### src/rtl/nand_ecc_pkg.sv
package nand_ecc_pkg;
    localparam int BIT_W   = 3;               // bit-in-byte index width
    localparam int ADDR_W  = 9;               // byte address width (512-byte sector)
    localparam int NPAR    = BIT_W + ADDR_W;  // parity pairs
    localparam int ODD_OFS = 16;              // one-side parities start here
    localparam int RES_W   = ODD_OFS + NPAR;  // 28-bit result word
    localparam int CODE_W  = 24;
    localparam int CNT_W   = ADDR_W + 1;
    localparam int SIZE_W  = ADDR_W - 1;

    typedef logic [NPAR-1:0] par_t;

    typedef struct packed {
        par_t             zero_side;
        par_t             one_side;
        logic [CNT_W-1:0] cnt;
        logic             done;
    } acc_t;
endpackage

### src/rtl/nand_ecc_lane.sv
module nand_ecc_lane
    import nand_ecc_pkg::*;
(
    input  logic [7:0]        byte_in,
    input  logic [ADDR_W-1:0] byte_addr,
    input  logic              lane_use,
    output par_t              zero_out,
    output par_t              one_out
);
    logic row_par;

    always_comb begin
        zero_out = '0;
        one_out  = '0;
        row_par  = ^byte_in;
        for (int k = 0; k < BIT_W; k++) begin
            for (int b = 0; b < 8; b++) begin
                if (((b >> k) & 1) != 0) one_out[k]  = one_out[k]  ^ byte_in[b];
                else                     zero_out[k] = zero_out[k] ^ byte_in[b];
            end
        end
        for (int j = 0; j < ADDR_W; j++) begin
            if (byte_addr[j]) one_out[BIT_W+j]  = row_par;
            else              zero_out[BIT_W+j] = row_par;
        end
        if (!lane_use) begin
            zero_out = '0;
            one_out  = '0;
        end
    end
endmodule

### src/rtl/nand_ecc_pack.sv
module nand_ecc_pack
    import nand_ecc_pkg::*;
(
    input  logic [RES_W-1:0]  res_in,
    output logic [CODE_W-1:0] code_out
);
    always_comb begin
        code_out[7:0]   = res_in[7:0];
        code_out[15:8]  = res_in[ODD_OFS+7:ODD_OFS];
        code_out[19:16] = res_in[11:8];
        code_out[23:20] = res_in[ODD_OFS+11:ODD_OFS+8];
    end
endmodule

### src/rtl/nand_ecc_acc.sv
module nand_ecc_acc
    import nand_ecc_pkg::*;
#(
    parameter int DATA_W = 16
) (
    input  logic              clk,
    input  logic              rst_n,
    input  logic              cfg_en,
    input  logic              cfg_wide,
    input  logic [7:0]        cfg_size,
    input  logic              ctl_clear,
    input  logic              din_vld,
    input  logic [DATA_W-1:0] din,
    output logic [27:0]       res_word,
    output logic [23:0]       spare_code,
    output logic              sector_done
);
    localparam int LANES = DATA_W / 8;

    acc_t acc_d, acc_q;
    par_t lane_zero [LANES];
    par_t lane_one  [LANES];

    for (genvar l = 0; l < LANES; l++) begin : g_lane
        logic [ADDR_W-1:0] lane_addr;
        assign lane_addr = acc_q.cnt[ADDR_W-1:0] + ADDR_W'(l);
        nand_ecc_lane i_lane (
            .byte_in   (din[8*l +: 8]),
            .byte_addr (lane_addr),
            .lane_use  ((l == 0) || cfg_wide),
            .zero_out  (lane_zero[l]),
            .one_out   (lane_one[l])
        );
    end

    logic [CNT_W-1:0] limit;
    logic [CNT_W-1:0] step;
    logic [CNT_W-1:0] cnt_next;
    logic             take;
    par_t             beat_zero, beat_one;

    always_comb begin
        acc_d     = acc_q;
        limit     = (CNT_W'(cfg_size[SIZE_W-1:0]) + CNT_W'(1)) << 1;
        step      = cfg_wide ? CNT_W'(2) : CNT_W'(1);
        cnt_next  = acc_q.cnt + step;
        take      = cfg_en && din_vld && !acc_q.done;
        beat_zero = '0;
        beat_one  = '0;
        for (int l = 0; l < LANES; l++) begin
            beat_zero = beat_zero ^ lane_zero[l];
            beat_one  = beat_one  ^ lane_one[l];
        end
        if (ctl_clear) begin
            acc_d = '0;
        end else if (take) begin
            acc_d.zero_side = acc_q.zero_side ^ beat_zero;
            acc_d.one_side  = acc_q.one_side  ^ beat_one;
            acc_d.cnt       = cnt_next;
            acc_d.done      = (cnt_next >= limit);
        end
    end

    always_ff @(posedge clk or negedge rst_n) begin
        if (!rst_n) acc_q <= '0;
        else        acc_q <= acc_d;
    end

    assign res_word    = {acc_q.one_side, 4'b0000, acc_q.zero_side};
    assign sector_done = acc_q.done;

    nand_ecc_pack i_pack (
        .res_in   (res_word),
        .code_out (spare_code)
    );
endmodule

### config.mk
export PLATFORM = sky130hd
export DESIGN_NAME = nand_ecc_acc
export DESIGN_NICKNAME = d
export VERILOG_FILES = /design/src/rtl/nand_ecc_pkg.sv /design/src/rtl/nand_ecc_lane.sv /design/src/rtl/nand_ecc_pack.sv /design/src/rtl/nand_ecc_acc.sv
export SDC_FILE = /design/constraint.sdc
export NUM_CORES = 1
export LEC_CHECK = 0
export BUFFER_PORTS_ARGS = -buffer_cell sky130_fd_sc_hd__buf_2
export CAP_MARGIN = 10
export CORE_MARGIN = 4
export CORE_UTILIZATION = 55
export DETAILED_ROUTE_END_ITERATION = 10
export PLACE_DENSITY = 0.82
export SLEW_MARGIN = 20
export SYNTH_ARGS = -nofsm -noshare
export SYNTH_HDL_FRONTEND = slang
export SYNTH_SLANG_ARGS = --single-unit
export TNS_END_PERCENT = 1
### constraint.sdc
create_clock -name clk -period 2.7 [get_ports clk]
set_input_delay 0.27 -clock clk [delete_from_list [all_inputs] [get_ports clk]]
set_output_delay 0.27 -clock clk [all_outputs]
set_load 0.05 [all_outputs]
==> impl_metrics.json, run 1 <==
{
  "grt_pass1_wl_um": 12600,
  "min_period_over_period": 0.911,
  "syn_area_per_cell_um2": 8.34,
  "status": "finished clean",
  "ant_nets": 0,
  "track_usage": 0.205,
  "post-dp-hpwl_um": 5620,
  "area_growth_pct": 4.13,
  "setup_viol": 0,
  "skew_ns": 0.00383,
  "io_buffers": 78,
  "cp.arrival_ns": 2.64,
  "core_area_um2": 5990,
  "final_common_cell": "buf_2",
  "clkLatencyLatePin_ns": 0.29,
  "cp-start-kind": "register",
  "die_h_um": 87.2,
  "synth_seq_cells": 35,
  "cts_tree": "yes",
  "worst_pin_slew_ns": 0.867,
  "fin_crit_ns": 2.46,
  "layout_common_cells": "buf_2, xnor2_1, nor2_1, dfrtp_1, nand3_1",
  "ir_drop_v": 0.000260,
  "drt_iter0_markers": 148,
  "cp_top_family": "adder cells",
  "slew_headroom": 0.418,
  "p_int_uw": 1020,
  "drive_gt1_frac": 0.250,
  "power_switching_uw": 820,
  "syn_area_um2": 3450,
  "crit_fanout": 7,
  "hold_viol_final": 0,
  "nFillCells": 544,
  "die-area_um2": 7610,
  "cts_setup_buffers": 0,
  "syn_inst": 414,
  "clock_power_share": 0.215,
  "remaining_drc_errors": 0,
  "min_path_type": "primary input to async pin",
  "crit_start": "acc_q[1]",
  "grt_pass1_vias": 2747,
  "tns_ns": 0,
  "yosys_warnings": 0,
  "cpMaxStageDelayCell": "fa_1",
  "synth_edf_count": 0,
  "p_total_uw": 1840,
  "clockBufferDepth": 2,
  "final_nets": 480,
  "cpPeakStageDelay_ns": 0.46,
  "gp_congestion": 0.902,
  "worstPathRequired_ns": 2.88,
  "antenna_found_initial": 0,
  "num_vias": 2906,
  "drv_cap": 0,
  "ios": 83,
  "first_pass_iters": 4,
  "routed_wl_um": 7390,
  "start_util": 0.576,
  "path_class": "register to register",
  "netSwitchingFraction": 0.446,
  "synth-async-reset-ratio": 1.00,
  "h-tree-depth": 2,
  "vias_per_cell": 5.69,
  "ys_types": 44,
  "cts_made_buffers": 5,
  "wire_per_inst_um": 14.5,
  "cts.reportedPaths.clkPinSlew_ns": 0.07,
  "power.share.sequential": 0.324,
  "crit_chain": "ha_1, inv_1, fa_1, xnor2_1, ha_1, nand2_1, a21oi_1, o211ai_1, a21oi_1, o21ai_0, a221oi_1",
  "p_per_area_nw_per_um2": 511,
  "antenna_cells": 0,
  "yosysSeqAreaShare": 0.254,
  "power.leakage_uw": 0.00168,
  "r2r_start": "acc_q[1]",
  "cts_root_buf": "clkbuf_8",
  "setup.worst_path.end_class": "register",
  "rsz0062_at_grt": "false",
  "synth_ff_type": "dfrtp_1",
  "cp_num_buf_inv": 1,
  "grt-ovfl-total": 0,
  "slew_viol_final": 0,
  "die_w_um": 87.2,
  "fmax_ghz": 0.407,
  "power_frac_comb": 0.461,
  "std_cell_rows": 28,
  "grt_max_degree": 41,
  "cts.sinks": 35
}
## synthesized netlist by cell type, types with 2 or more instances
cell	number	area, um^2
a21o_1	14	105
ha_1	13	163
a32oi_1	2	17.5
and3_1	7	43.8
o211ai_1	11	82.6
a211o_1	3	26.3
buf_4	54	405
xor2_1	19	166
xnor2_1	38	333
nor3_1	10	50.1
dfrtp_1	35	876
a21oi_2	6	52.6
a21oi_1	23	115
and4_1	2	17.5
o31ai_1	3	22.5
a211oi_1	3	22.5
inv_1	8	30.0
clkbuf_1	10	37.5
nand2b_1	5	31.3
nand3_1	27	135
or3_1	6	37.5
buf_1	2	7.51
buf_2	5	25.0
nor2b_1	3	18.8
nand2_1	24	90.1
nor2_1	36	135
mux2_2	3	33.8
nand4_1	5	31.3
or4_1	8	60.1
or4_4	4	45.0
o21ai_0	11	55.1
xnor3_2	2	47.6
## registers in the layout (all words and copies together), names as in the netlist
register,flops
acc_q,10
sector_done,1
res_word,24
## layer usage
metal	global-route usage	vias to the layer above	part of all wire
li1	-	1432	-
met4	0.0781	0	0.017
met3	0.0331	13	0.057
met5	0	-	0
met2	0.344	86	0.49
met1	0.265	1375	0.44
## final cells by class
| type | instances | area [um^2] | share of cell area |
|---|---|---|---|
| Clock inverter | 1 | 5.00 | 0.00139 |
| Inverter | 9 | 33.8 | 0.00940 |
| Tap cell | 75 | 93.8 | 0.0261 |
| Sequential cell | 35 | 877 | 0.244 |
| Timing Repair Buffer | 84 | 435 | 0.121 |
| Multi-Input combinational cell | 301 | 2070 | 0.575 |
| Clock buffer | 6 | 82.6 | 0.0230 |
## worst reg2reg max path: stages, from the launching register on
cell and delay, ns:
dfrtp_2 0.43, ha_1 0.20, inv_1 0.06, fa_1 0.46
xnor2_1 0.17, ha_1 0.28, nand2_1 0.06, a21oi_1 0.12
o211ai_1 0.11, a21oi_1 0.12, o21ai_0 0.10, a221oi_1 0.25
## cell families (layout without fill, tap and decap cells)
group           Yosys count  count (layout)  synth area share
other cells               1               4           0.00109
mux                       3               3           0.00979
fa+ha+maj                14              14            0.0529
compound gates           78              78             0.150
simple gates            141             141             0.209
xor+xnor                 61              61             0.173
buf+inv                  81             100             0.151
flops                    35              35             0.254
## power groups by stage
stage	clock, uW	sequential (uW)	combinational, uW
after global routing	425	602	911
after floorplan	0	600	770
final	395	595	846
after global placement	0	603	827
after CTS	402	596	846
after detailed placement	0	606	847
## through the flow
| stage | area (um^2) | util | hold slack [ns] | instances | setup slack [ns] |
|---|---|---|---|---|---|
| after floorplan | 3460 | - | -0.0256 | 417 | 0.406 |
| after global placement | 3500 | 0.585 | 0.411 | 504 | 0.261 |
| after detailed placement | 3500 | 0.585 | 0.420 | 504 | 0.198 |
| after CTS | 3590 | 0.600 | 0.108 | 511 | 0.168 |
| after global routing | 3590 | 0.600 | 0.157 | 511 | 0.0122 |
| final | 3590 | 0.600 | 0.0852 | 511 | 0.241 |
## final timing paths
check                                to  slack [ns]  depth (start not counted)
setup / recovery            sector_done        0.24                         11
hold / removal              res_word[1]        0.09                          1
setup reg to reg            sector_done        0.24                         11
hold reg to reg            res_word[19]        0.56                          2
max in group asynchronous      acc_q[1]        2.03                          1
min in group clk           res_word[22]        0.49                          5
## timing repair
| item | 4_1_cts | 5_1_grt |
|---|---|---|
| hold endpoints to repair | 0 | 0 |
| gates resized for setup | 0 | 1 |
| hold buffers | 0 | 0 |
| setup endpoints to repair | 0 | 1 |
(Power assumes the default switching activity.)
==> inputs of run 2 (changes only) <==
BUFFER_PORTS_ARGS = -buffer_cell sky130_fd_sc_hd__clkbuf_2   (was -buffer_cell sky130_fd_sc_hd__buf_2)
==> run 2 against run 1 <==
- non-clock buffer count unchanged
- clock power down 5%
- maximum frequency down 2.4%
- critical path depth unchanged
- sequential share of layout area about the same
- combinational power down 0.5%
- design area down 0.21%
- critical path type unchanged
==> impl_metrics.json, run 2 (synthesis gave the netlist of run 1 again) <==
{
  "status": "finished clean",
  "power.leakage_uw": 0.00164,
  "slew_headroom": 0.393,
  "first_pass_iters": 4,
  "antenna_found_initial": 0,
  "clkLatencyLatePin_ns": 0.29,
  "min_period_over_period": 0.933,
  "post-place-cells": 504,
  "cp-start-kind": "register",
  "cpPeakStageDelay_ns": 0.46,
  "layoutNonFillerInstCount": 512,
  "skew_ns": 0.00559,
  "h-tree-depth": 2,
  "ir_drop_v": 0.000271,
  "clockBufferDepth": 2,
  "cts_tree": "yes",
  "p_per_area_nw_per_um2": 506,
  "cts_resized": 0,
  "cpMaxStageDelayCell": "dfrtp_1",
  "num_vias": 2917,
  "die_h_um": 87.2,
  "crit_fanout": 7,
  "grt_max_degree": 41,
  "remaining_drc_errors": 0,
  "setup_viol": 0,
  "post-dp-hpwl_um": 5630,
  "drt_iter0_markers": 187,
  "antenna_cells": 0,
  "cts.reportedPaths.clkPinSlew_ns": 0.08,
  "whs_ns": 0.100,
  "cts.sinks": 35,
  "post-place-ws_ns": 0.196,
  "ios": 83,
  "ant_nets": 0,
  "drive_gt1_frac": 0.245,
  "area_growth_pct": 3.92,
  "fin_ws_ns": 0.182,
  "final_common_cell": "clkbuf_2",
  "hold_viol_final": 0,
  "routed_wl_um": 7410,
  "vias_per_cell": 5.70,
  "final_nets": 480,
  "track_usage": 0.206,
  "worstPathRequired_ns": 2.88,
  "grt-ovfl-total": 0,
  "drv_cap": 0,
  "p_total_uw": 1820,
  "ctsHoldBuffers": 0,
  "die-area_um2": 7610,
  "crit_chain": "ha_1, inv_1, fa_1, xnor2_1, ha_1, nand2_1, a21oi_1, o211ai_1, a21oi_1, o21ai_0, a221oi_1",
  "tns_ns": 0,
  "cts_made_buffers": 5,
  "start_util": 0.576,
  "slew_viol_final": 0,
  "min_path_type": "primary input to async pin",
  "rsz0062_at_grt": "false",
  "cp.arrival_ns": 2.70,
  "die_w_um": 87.2,
  "path_class": "register to register",
  "cts_root_buf": "clkbuf_8",
  "fmax_ghz": 0.397,
  "grt_pass1_wl_um": 12700,
  "worst_pin_slew_ns": 0.911,
  "cts_setup_buffers": 0,
  "grt_pass1_vias": 2768,
  "std_cell_rows": 28,
  "io_buffers": 78,
  "fin_crit_ns": 2.52,
  "largest_reg_flops": 24,
  "layout_common_cells": "clkbuf_2, xnor2_1, nor2_1, dfrtp_1, nand3_1",
  "gp_congestion": 0.910,
  "wire_per_inst_um": 14.5,
  "setup.worst_path.end_class": "register",
  "core_area_um2": 5990
}
==> run 2: cell type report <==
| class | instances | area, um^2 |
|---|---|---|
| Fill cell | 529 | 2400 |
| Multi-Input combinational cell | 301 | 2070 |
| Sequential cell | 35 | 876 |
| Timing Repair Buffer | 84 | 435 |
| Tap cell | 75 | 93.8 |
| Clock buffer | 7 | 76.3 |
| Inverter | 9 | 33.8 |
| Clock inverter | 1 | 5.00 |
==> run 2: worst max-delay path: cells and delay by family (launching register included) <==
| kind | cells | cell delay, ns |
|---|---|---|
| fa+ha+maj | 3 | 0.97 |
| compound gates | 5 | 0.70 |
| flops | 1 | 0.46 |
| xor+xnor | 1 | 0.16 |
| buf+inv | 1 | 0.06 |
| simple gates | 1 | 0.04 |
==> run 2: stage by stage <==
step                 util  area (um^2)
global route        0.599         3590
global placement    0.585         3500
detailed placement  0.585         3500
floorplan               -         3460
finish              0.599         3590
CTS                 0.599         3590
==> run 2: layer usage <==
metal / global-route usage / routed length [um] / vias up
met5: 0 / 0 / -
met4: 0.0558 / 61 / 0
met3: 0.0312 / 509 / 10
met2: 0.349 / 3560 / 110
met1: 0.274 / 3280 / 1359
li1: - / - / 1438
==> run 2: report_power, final <==
group          internal (uW)  switching [uW]  total (uW)  leakage (uW)
combinational            252             590         842       0.00112
sequential               560            36.7         597      0.000482
clock                    181             195         376     0.0000422
total                    994             822        1820       0.00164
==> run 2: final timing paths <==
path                                   start      endpoint  slack, ns  cells past startpoint
worst max-delay path                acc_q[1]   sector_done       0.18                     11
worst min-delay path                   rst_n      acc_q[7]       0.10                      1
worst max register to register      acc_q[1]   sector_done       0.18                     11
worst min register to register  res_word[11]  res_word[11]       0.57                      2
max in group asynchronous              rst_n  res_word[16]       2.03                      1
min in group clk                    cfg_wide      acc_q[2]       0.50                      4
==> inputs of run 3 (changes only) <==
CORE_ASPECT_RATIO = 0.75   (was default)
==> run 3 against run 2 <==
- total power is 2.3% higher
- count of clock-buffer cells in the layout did not move
- clock skew is 0.0024 ns lower
==> impl_metrics.json, run 3 (synthesis gave the netlist of run 1 again) <==
{
  "layout_common_cells": "clkbuf_2, xnor2_1, nor2_1, dfrtp_1, nand3_1",
  "area_growth_pct": 4.39,
  "clkLatencyLatePin_ns": 0.30,
  "nFillCells": 567,
  "skew_ns": 0.00317,
  "drt_iter0_markers": 136,
  "power.share.sequential": 0.321,
  "antenna_found_initial": 0,
  "ios": 83,
  "track_usage": 0.209,
  "fmax_ghz": 0.394,
  "routed_wl_um": 7850,
  "first_pass_iters": 5,
  "clock_power_share": 0.210,
  "whs_ns": 0.0968,
  "grt_max_degree": 41,
  "ff2ff_path_depth": 11,
  "final_nets": 480,
  "die-area_um2": 7620,
  "remaining_drc_errors": 0,
  "clockBufferDepth": 2,
  "cpMaxStageDelayCell": "dfrtp_1",
  "netSwitchingFraction": 0.456,
  "power_switching_uw": 848,
  "cts_made_buffers": 5,
  "cp-start-kind": "register",
  "rsz0062_at_grt": "false",
  "fin_ws_ns": 0.160,
  "largest_reg_flops": 24,
  "final_core_util": 0.606,
  "post-place-ws_ns": 0.173,
  "worst_pin_slew_ns": 0.942,
  "vias_per_cell": 5.77,
  "core_area_um2": 5950,
  "gp_congestion": 0.858,
  "slew_viol_final": 0,
  "cts_resized": 0,
  "cts_root_buf": "clkbuf_8",
  "hold_viol_final": 0,
  "ir_drop_v": 0.000400,
  "setup_viol": 0,
  "crit_chain": "ha_1, inv_1, fa_1, xnor2_1, ha_1, nand2_1, a21oi_1, o211ai_1, a21oi_1, o21ai_0, a221oi_1",
  "status": "finished clean",
  "cpPeakStageDelay_ns": 0.46,
  "num_vias": 2973,
  "cts.sinks": 35,
  "p_per_area_nw_per_um2": 516,
  "p_int_uw": 1010,
  "power_frac_comb": 0.469,
  "die_h_um": 76.6,
  "ant_nets": 0,
  "cts_setup_buffers": 0,
  "power.leakage_uw": 0.00165,
  "wire_per_inst_um": 15.2,
  "grt_pass1_vias": 2881,
  "std_cell_rows": 24,
  "worstPathRequired_ns": 2.89,
  "cts_tree": "yes",
  "drv_cap": 0,
  "grt_pass1_wl_um": 13100,
  "min_period_over_period": 0.941,
  "grt-ovfl-total": 0,
  "cts.reportedPaths.clkPinSlew_ns": 0.07,
  "crit_fanout": 7,
  "drive_gt1_frac": 0.245,
  "tns_ns": 0,
  "slew_headroom": 0.372,
  "min_path_type": "primary input to async pin",
  "setup.worst_path.end_class": "register",
  "fin_crit_ns": 2.54,
  "ctsHoldBuffers": 0,
  "antenna_cells": 0,
  "finalInstanceArea_um2": 3600,
  "final_common_cell": "clkbuf_2",
  "path_class": "register to register",
  "post-dp-hpwl_um": 5790,
  "h-tree-depth": 2,
  "cp.arrival_ns": 2.73,
  "start_util": 0.580,
  "io_buffers": 78,
  "placed_cell_area_um2": 3520,
  "die_w_um": 99.5
}
==> run 3: cell counts in the layout (fill, tap and decap cells not counted) <==
No cell type changed its count.
==> run 3: path summary, 6_finish.rpt <==
kind	start	to	slack [ns]
setup / recovery	acc_q[1]	sector_done	0.16
hold / removal	rst_n	res_word[1]	0.1
setup reg to reg	acc_q[1]	sector_done	0.16
hold reg to reg	res_word[17]	res_word[17]	0.57
max in group asynchronous	rst_n	res_word[3]	2.02
min in group clk	cfg_wide	acc_q[2]	0.48
==> run 3: worst max-delay path, delay by kind of cell, from the launching register on <==
| kind | cells | cell delay [ns] |
|---|---|---|
| AO/OA/AOI/OAI | 5 | 0.72 |
| adder cells (fa/ha/maj) | 3 | 0.98 |
| buffers and inverters | 1 | 0.06 |
| AND/OR/NAND/NOR | 1 | 0.05 |
| flip-flops | 1 | 0.46 |
| XOR/XNOR | 1 | 0.17 |
==> run 3: through the flow <==
step | power, uW | std cells
floorplan | 1370 | 417
global placement | 1440 | 507
detailed placement | 1470 | 507
CTS | 1860 | 515
global route | 1960 | 515
finish | 1860 | 515
==> run 3: power by group through the flow <==
stage               Combinational [uW]  Sequential [uW]  Clock [uW]
global route                       934              604         419
global placement                   840              604           0
CTS                                869              598         391
detailed placement                 864              608           0
finish                             870              597         390
floorplan                          770              600           0
==> run 3: routing by layer <==
| layer | up-vias | global-route usage | share of wire |
|---|---|---|---|
| met3 | 16 | 0.0329 | 0.070 |
| li1 | 1430 | - | - |
| met1 | 1402 | 0.272 | 0.44 |
| met2 | 125 | 0.351 | 0.47 |
| met4 | 0 | 0.0696 | 0.019 |
| met5 | - | 0 | 0 |
==> run 3: area by class of cell <==
class,instances,area [um^2],area share
Clock inverter,1,5.00,0.00139
Timing Repair Buffer,84,448,0.124
Sequential cell,35,876,0.243
Inverter,9,33.8,0.00938
Multi-Input combinational cell,301,2070,0.573
Clock buffer,7,76.3,0.0212
Tap cell,78,97.6,0.0271
